`config.mk`:
```
export PLATFORM = sky130hd
export DESIGN_NAME = clk_phase_gen
export DESIGN_NICKNAME = d
export VERILOG_FILES = /design/src/rtl/cph_pkg.sv /design/src/rtl/cph_period_track.sv /design/src/rtl/cph_io_div.sv /design/src/rtl/clk_phase_gen.sv
export SDC_FILE = /design/constraint.sdc
export NUM_CORES = 1
export LEC_CHECK = 0
export ABC_AREA = 0
export BUFFER_PORTS_ARGS = -buffer_cell sky130_fd_sc_hd__buf_2
export CAP_MARGIN = 0
export CORE_ASPECT_RATIO = 1.1
export CORE_MARGIN = 5
export CORE_UTILIZATION = 55
export CTS_CLUSTER_SIZE = 24
export DETAILED_ROUTE_END_ITERATION = 8
export GPL_ROUTABILITY_DRIVEN = 0
export PLACE_DENSITY = 0.77
export SLEW_MARGIN = 20
export SYNTH_ARGS = -nofsm -noshare
export SYNTH_HDL_FRONTEND = slang
export SYNTH_SLANG_ARGS = --single-unit
```
`constraint.sdc`:
```
create_clock -name clk_i -period 6.5 [get_ports clk_i]
set_input_delay 0.325 -clock clk_i [delete_from_list [all_inputs] [get_ports clk_i]]
set_output_delay 0.325 -clock clk_i [all_outputs]
set_load 0.01 [all_outputs]
```
`src/rtl/cph_pkg.sv`:
```
package cph_pkg;
  localparam int SLOT_W        = 5;
  localparam int NUM_SLOTS     = 1 << SLOT_W;
  localparam int REG_W         = 8;
  localparam int DIV_W         = 3;
  localparam int MODE_OFF_BIT  = 0;
  localparam int MODE_DUTY_BIT = 4;

  typedef enum logic [1:0] {
    SEL_LOW  = 2'b00,
    SEL_DUTY = 2'b01,
    SEL_DLY  = 2'b10,
    SEL_DIV  = 2'b11
  } sel_e;

  typedef struct packed {
    logic [REG_W-1:0] mode;
    logic [REG_W-1:0] tap;
    logic [REG_W-1:0] osel;
    logic [DIV_W-1:0] iodiv;
    logic [DIV_W-1:0] prediv;
  } cfg_t;

  // packed tap code -> 1..31
  function automatic logic [SLOT_W-1:0] decode_tap(input logic [REG_W-1:0] r);
    logic [SLOT_W:0] t;
    case (r[7:6])
      2'b00:   t = {3'b000, r[2:0]} + 6'd1;
      2'b01:   t = (r[5:3] == 3'b111) ? 6'd16 : {3'b000, r[2:0]} + 6'd9;
      2'b10:   t = {3'b000, r[5:3]} + 6'd17;
      default: t = {3'b000, r[5:3]} + 6'd25;
    endcase
    return (t > 6'd31) ? 5'd31 : t[SLOT_W-1:0];
  endfunction
endpackage

```
`src/rtl/cph_period_track.sv`:
```
module cph_period_track #(
  parameter int SLOT_W = 5,
  parameter int DIV_W  = 3
) (
  input  logic              clk_i,
  input  logic              rst_ni,
  input  logic              ref_i,
  input  logic [DIV_W-1:0]  div_m1_i,
  output logic              per_start_o,
  output logic              slot_tick_o,
  output logic [SLOT_W-1:0] slot_nxt_o
);
  logic              ref_q;
  logic [DIV_W-1:0]  edge_q;
  logic [DIV_W-1:0]  sub_q;
  logic [DIV_W-1:0]  sub_nxt;
  logic [SLOT_W-1:0] slot_q;
  logic              rise;

  assign rise        = ref_i & ~ref_q;
  assign per_start_o = rise & (edge_q == '0);

  always_comb begin
    if (per_start_o) begin
      sub_nxt    = '0;
      slot_nxt_o = '0;
    end else if (sub_q >= div_m1_i) begin
      sub_nxt    = '0;
      slot_nxt_o = slot_q + 1'b1;
    end else begin
      sub_nxt    = sub_q + 1'b1;
      slot_nxt_o = slot_q;
    end
  end

  assign slot_tick_o = (sub_nxt == '0);

  always_ff @(posedge clk_i or negedge rst_ni) begin
    if (!rst_ni) begin
      ref_q  <= 1'b0;
      edge_q <= '0;
      sub_q  <= '0;
      slot_q <= '0;
    end else begin
      ref_q  <= ref_i;
      sub_q  <= sub_nxt;
      slot_q <= slot_nxt_o;
      if (rise) edge_q <= (edge_q >= div_m1_i) ? '0 : edge_q + 1'b1;
    end
  end

  assert_realign_R2: assert property (@(posedge clk_i) disable iff (!rst_ni)
    per_start_o |=> (slot_q == '0) && (sub_q == '0));
endmodule

```
`src/rtl/cph_io_div.sv`:
```
module cph_io_div #(
  parameter int DIV_W = 3
) (
  input  logic             clk_i,
  input  logic             rst_ni,
  input  logic             dly_i,
  input  logic [DIV_W-1:0] div_m1_i,
  output logic             div_o
);
  logic             dly_q;
  logic             rise;
  logic [DIV_W-1:0] cnt_q;
  logic [DIV_W-1:0] cnt_nxt;
  logic [DIV_W:0]   half;

  assign rise    = dly_i & ~dly_q;
  assign cnt_nxt = rise ? ((cnt_q >= div_m1_i) ? '0 : cnt_q + 1'b1) : cnt_q;
  assign half    = ({1'b0, div_m1_i} + 1'b1) >> 1;
  assign div_o   = (div_m1_i == '0) ? dly_i : ({1'b0, cnt_nxt} < half);

  always_ff @(posedge clk_i or negedge rst_ni) begin
    if (!rst_ni) begin
      dly_q <= 1'b0;
      cnt_q <= '0;
    end else begin
      dly_q <= dly_i;
      cnt_q <= cnt_nxt;
    end
  end
endmodule

```
`src/rtl/clk_phase_gen.sv`:
```
module clk_phase_gen
  import cph_pkg::*;
(
  input  logic             clk_i,
  input  logic             rst_ni,
  input  logic             ref_clk_i,
  input  logic [REG_W-1:0] cfg_mode_i,
  input  logic [REG_W-1:0] cfg_tap_i,
  input  logic [REG_W-1:0] cfg_osel_i,
  input  logic [DIV_W-1:0] cfg_iodiv_i,
  input  logic [DIV_W-1:0] cfg_prediv_i,
  output logic             io_clk_o,
  output logic             sys_clk_o
);
  cfg_t              cfg_in, cfg_q, cfg_nxt;
  logic              armed_q, armed_nxt;
  logic              per_start, slot_tick;
  logic [SLOT_W-1:0] slot_nxt, tap, diff;
  logic              en, duty_mode, duty_nxt, dly_nxt, div_raw, div_nxt;
  logic              io_nxt, sys_nxt;

  assign cfg_in = '{mode: cfg_mode_i, tap: cfg_tap_i, osel: cfg_osel_i,
                    iodiv: cfg_iodiv_i, prediv: cfg_prediv_i};

  // shadow loads only at a period start
  assign cfg_nxt   = per_start ? cfg_in : cfg_q;
  assign armed_nxt = armed_q | per_start;

  cph_period_track #(.SLOT_W(SLOT_W), .DIV_W(DIV_W)) i_track (
    .clk_i       (clk_i),
    .rst_ni      (rst_ni),
    .ref_i       (ref_clk_i),
    .div_m1_i    (cfg_nxt.prediv),
    .per_start_o (per_start),
    .slot_tick_o (slot_tick),
    .slot_nxt_o  (slot_nxt)
  );

  assign tap       = decode_tap(cfg_nxt.tap);
  assign en        = armed_nxt & ~cfg_nxt.mode[MODE_OFF_BIT];
  assign duty_mode = cfg_nxt.mode[MODE_DUTY_BIT];
  assign diff      = slot_nxt - tap;
  assign duty_nxt  = en & duty_mode & (slot_nxt < tap);
  assign dly_nxt   = en & ~duty_mode & ~diff[SLOT_W-1];

  cph_io_div #(.DIV_W(DIV_W)) i_io_div (
    .clk_i    (clk_i),
    .rst_ni   (rst_ni),
    .dly_i    (dly_nxt),
    .div_m1_i (cfg_nxt.iodiv),
    .div_o    (div_raw)
  );

  assign div_nxt = div_raw & en & ~duty_mode;

  function automatic logic pick(input sel_e s, input logic d, input logic y, input logic v);
    case (s)
      SEL_DUTY: return d;
      SEL_DLY:  return y;
      SEL_DIV:  return v;
      default:  return 1'b0;
    endcase
  endfunction

  assign io_nxt  = pick(sel_e'(cfg_nxt.osel[5:4]), duty_nxt, dly_nxt, div_nxt);
  assign sys_nxt = pick(sel_e'(cfg_nxt.osel[7:6]), duty_nxt, dly_nxt, 1'b0);

  always_ff @(posedge clk_i or negedge rst_ni) begin
    if (!rst_ni) begin
      cfg_q     <= '0;
      armed_q   <= 1'b0;
      io_clk_o  <= 1'b0;
      sys_clk_o <= 1'b0;
    end else begin
      cfg_q     <= cfg_nxt;
      armed_q   <= armed_nxt;
      io_clk_o  <= io_nxt;
      sys_clk_o <= sys_nxt;
    end
  end

  assert_quiet_R1: assert property (@(posedge clk_i) disable iff (!rst_ni)
    !armed_q |-> (!io_clk_o && !sys_clk_o));

  assert_duty_start_R5: assert property (@(posedge clk_i) disable iff (!rst_ni)
    (per_start && !cfg_mode_i[MODE_OFF_BIT] && cfg_mode_i[MODE_DUTY_BIT]
     && cfg_osel_i[7:6] == 2'b01) |=> sys_clk_o);

  assert_off_R9: assert property (@(posedge clk_i) disable iff (!rst_ni)
    (per_start && cfg_mode_i[MODE_OFF_BIT]) |=> (!io_clk_o && !sys_clk_o));

  assert_no_runt_R10: assert property (@(posedge clk_i) disable iff (!rst_ni)
    ((sys_clk_o != $past(sys_clk_o)) || (io_clk_o != $past(io_clk_o)))
      |-> $past(slot_tick));
endmodule

```
==> metrics.md <==
| Metric | Value |
|---|---|
| Status | finished clean |
| Largest net degree at the start of global routing | 40 |
| Uppermost layer routed | met4 |
| Clk Latency, worst-skew pair | 290 ps |
| CP delay by family, top | simple AND/OR/NAND/NOR gates |
| Cell mode on critical path | ha_1 |
| CTS sink count | 39 |
| Design area | 0.002778 sq mm |
| Placement-stage cell area | 0.002660 sq mm |
| Number of max-cap violations | 0 |
| Netlist cell types | 64 |
| Initial core utilization | 57.32% |
| Die X | 74.19 microns |
| H-tree lvl count | 2 |
| Gr usage total | 19.24% |
| Drt wl/cell | 14.41 microns |
| Post-synth EDFFs | 0 |
| Critical path's slowest cell | or4b_1 |
| Min cycle time layout | 5818 ps |
| VDD IR max | 304.5 uV |
| Placed instance count | 332 |
| Crit. End Element | register |
| Sequential cell area fraction in the yosys report | 39.16% |
| FILL cells | 347 |
| Dominant synthesized flop cell | dfrtp_1 |
| Synth area leader | dfrtp_1 |
| Met3 Wirelength | 156 microns |
| Pwr per Cell Area | 546.5 mW/mm^2 |
| Number of synthesis warnings | 0 |
| First-pass GRT wire length | 8.852 mm |
| Full die area | 0.005979 sq mm |
| Syn Nets | 317 |
| Met2 wire len | 2.512 mm |
| Period Utilization, post-route | 89.50% |
| Most common cell after layout, fill and taps aside | nand2_1 |
| DP Worst Slack | 671.7 ps |
| Post-synthesis async set-or-reset flop share | 100.0% |
| Arr. time, crit path | 6000 ps |
| Syn avg cell area | 9.660 sq um |
| Post-DRT Antenna Nets | 0 |
| I/O pin count | 35 |
| Final Max Slew Viols | 0 |
| DRC Markers | 0 |
| CTS tree | done |
| Crit path launch type | register |
| Resized cells post-CTS | 0 |
| Fmax | 0.1719 GHz |
| Required @ worst endpoint | 6680 ps |
| Crit-path max cell delay | 440 ps |
| Core Area | 0.004348 sq mm |
| Share of cells above drive strength 1 | 16.08% |
| Seq. cell area | 975.9 sq um |
| Max-slew headroom | 41.13% |
| CP Cell Sequence | inv_1, ha_1, and4bb_1, nand2_1, nand2_1, ha_1, nand2b_1, maj3_1, a21oi_2, o21ai_0, a21oi_1, ha_1, a211o_1, or4_1, o32ai_2, nor2_1, mux2i_1, ha_1, nor2b_1, o21ai_0, nand3b_1, and4b_1, or4b_1, o311ai_1 |
| Final hold violation count | 0 |
| Area of the multi-input gates | 0.001388 sq mm |
| Final #Nets | 344 |
| Crit path buffers/inverters | 1 |
| Clock root buffer | clkbuf_8 |
| Number of global-route vias before repair | 1998 |
| TritonCTS Buffers | 5 |
| GRT Residual Overflow | 0 |
| Flops & latches, synth | 39 |
| Hold_buf cts | 0 |
| CP Class | register to register |
| Post-Syn Instances | 258 |
| Final wirelength | 4.898 mm |
| Vias per cell | 5.776 |
| Max clock buf depth | 2 |
| Max FO, Critical Path | 9 |
| Finished Layout Cells | 340 |
| Hold/Removal Path Class | primary input to async pin |
| Worst Tran Pin Value | 883.1 ps |
| Initial DRC count | 151 |
| Port bufs | 24 |
| Post-synthesis cell area | 0.002492 sq mm |
| Sum Neg Setup Slack | 0 ps |
| RSZ-0062 raised after global routing | no |
| Final Power | 1518 uW |
| Synth-to-layout area growth | 11.45% |
| Area contributors post-synth | dfrtp_1 (39%), ha_1 (13%), nand2_1 (6.0%) |
| Static leakage | 0.001399 uW |
| Drt pass-1 iters | 4 |
| Met1 Wirelength | 2.165 mm |
| Number of inserted diodes | 0 |
| Final setup viols | 0 |
| Skew final | 6.854 ps |
| Initial antenna violation count | 0 |
| Via count | 1964 |
| Share of Yosys cell area claimed by the top area cell type | 39.16% |
| Most frequent cells in the layout | nand2_1 (40), dfrtp_1 (39), ha_1 (26) |
| Worst setup margin | 682.5 ps |
| CTS clk-pin slew, worst paths | 70 ps |
| DP Wirelength | 3.747 mm |
| Post-CTS setup buffer count | 0 |
| Floorplan row count | 25 |
| Die Y | 80.60 microns |
-- worst register-to-register path, stage by stage (launching register included) --
cell	delay, ps
dfrtp_1	400
inv_1	80
ha_1	210
and4bb_1	210
nand2_1	60
nand2_1	90
ha_1	270
nand2b_1	170
maj3_1	370
a21oi_2	310
o21ai_0	150
a21oi_1	190
ha_1	290
a211o_1	340
or4_1	420
o32ai_2	340
nor2_1	120
mux2i_1	220
ha_1	290
nor2b_1	140
o21ai_0	140
nand3b_1	110
and4b_1	250
or4b_1	440
o311ai_1	110
-- path summary, 6_finish.rpt --
kind	start	endpoint	slack, ps	cells after the start
worst max register to register	i_track.edge_q[0]	io_clk_o	680	24
worst min-delay path	rst_ni	i_track.sub_q[0]	150	1
min in group clk_i	ref_clk_i	i_track.ref_q	190	1
worst min register to register	i_track.sub_q[0]	i_track.sub_q[0]	460	1
max in group asynchronous	rst_ni	cfg_q[26]	5790	1
worst max-delay path	i_track.edge_q[0]	io_clk_o	680	24
-- sequential cells by signal, indices dropped and copies added, names as in the netlist, 3 cells and up --
register / flops
i_io_div.cnt_q: 3
i_track.sub_q: 3
cfg_q: 20
i_track.slot_q: 5
i_track.edge_q: 3
-- Yosys cell counts (3+ instances only) --
master / number
nor2_1: 7
nand3_1: 6
ha_1: 26
nand2_1: 40
o31ai_1: 3
o21ai_0: 10
a21oi_1: 10
or3_1: 3
and2_1: 3
nand3b_1: 3
nand2b_1: 9
o21a_1: 3
o211ai_1: 3
dfrtp_1: 39
mux2i_1: 8
inv_1: 24
-- power by group --
group          total, uW  internal, uW  switching, uW  leakage, uW
combinational        903           394            509     0.000851
sequential           410           349           60.9     0.000487
clock                205           124           81.3    0.0000612
-- area by class of cell --
class                           instances  share of cell area [%]
Clock buffer                            6                   2.973
Clock inverter                          2                   1.261
Inverter                               25                   3.378
Multi-Input combinational cell        188                   49.95
Sequential cell                        39                   35.14
Tap cell                               54                   2.432
Timing Repair Buffer                   26                   4.865
-- per-stage QoR --
| step | util, % | hold WS (ps) |
|---|---|---|
| 4_1_cts | 63.88 | 165.9 |
| 2_1_floorplan | - | 29.41 |
| 5_1_grt | 63.88 | 172.7 |
| 6_report | 63.88 | 153.6 |
| 3_5_place_dp | 61.18 | 452.8 |
| 3_3_place_gp | 61.18 | 449.0 |
-- kinds of logic after synthesis --
group / after synthesis / share of synthesized area (%)
buffers and inverters: 31 / 5.171
adder cells (fa/ha/maj): 28 / 13.86
multiplexers: 13 / 5.823
flip-flops: 39 / 39.16
AO/OA/AOI/OAI: 56 / 16.47
AND/OR/NAND/NOR: 89 / 18.83
XOR/XNOR: 2 / 0.7029
-- routing by layer --
layer	up-vias	track usage (%)
met5	-	0
met2	33	34.49
li1	980	-
met1	946	22.89
met3	5	3.880
met4	0	5.435
Note: power is estimated with default switching activity, not from simulation.
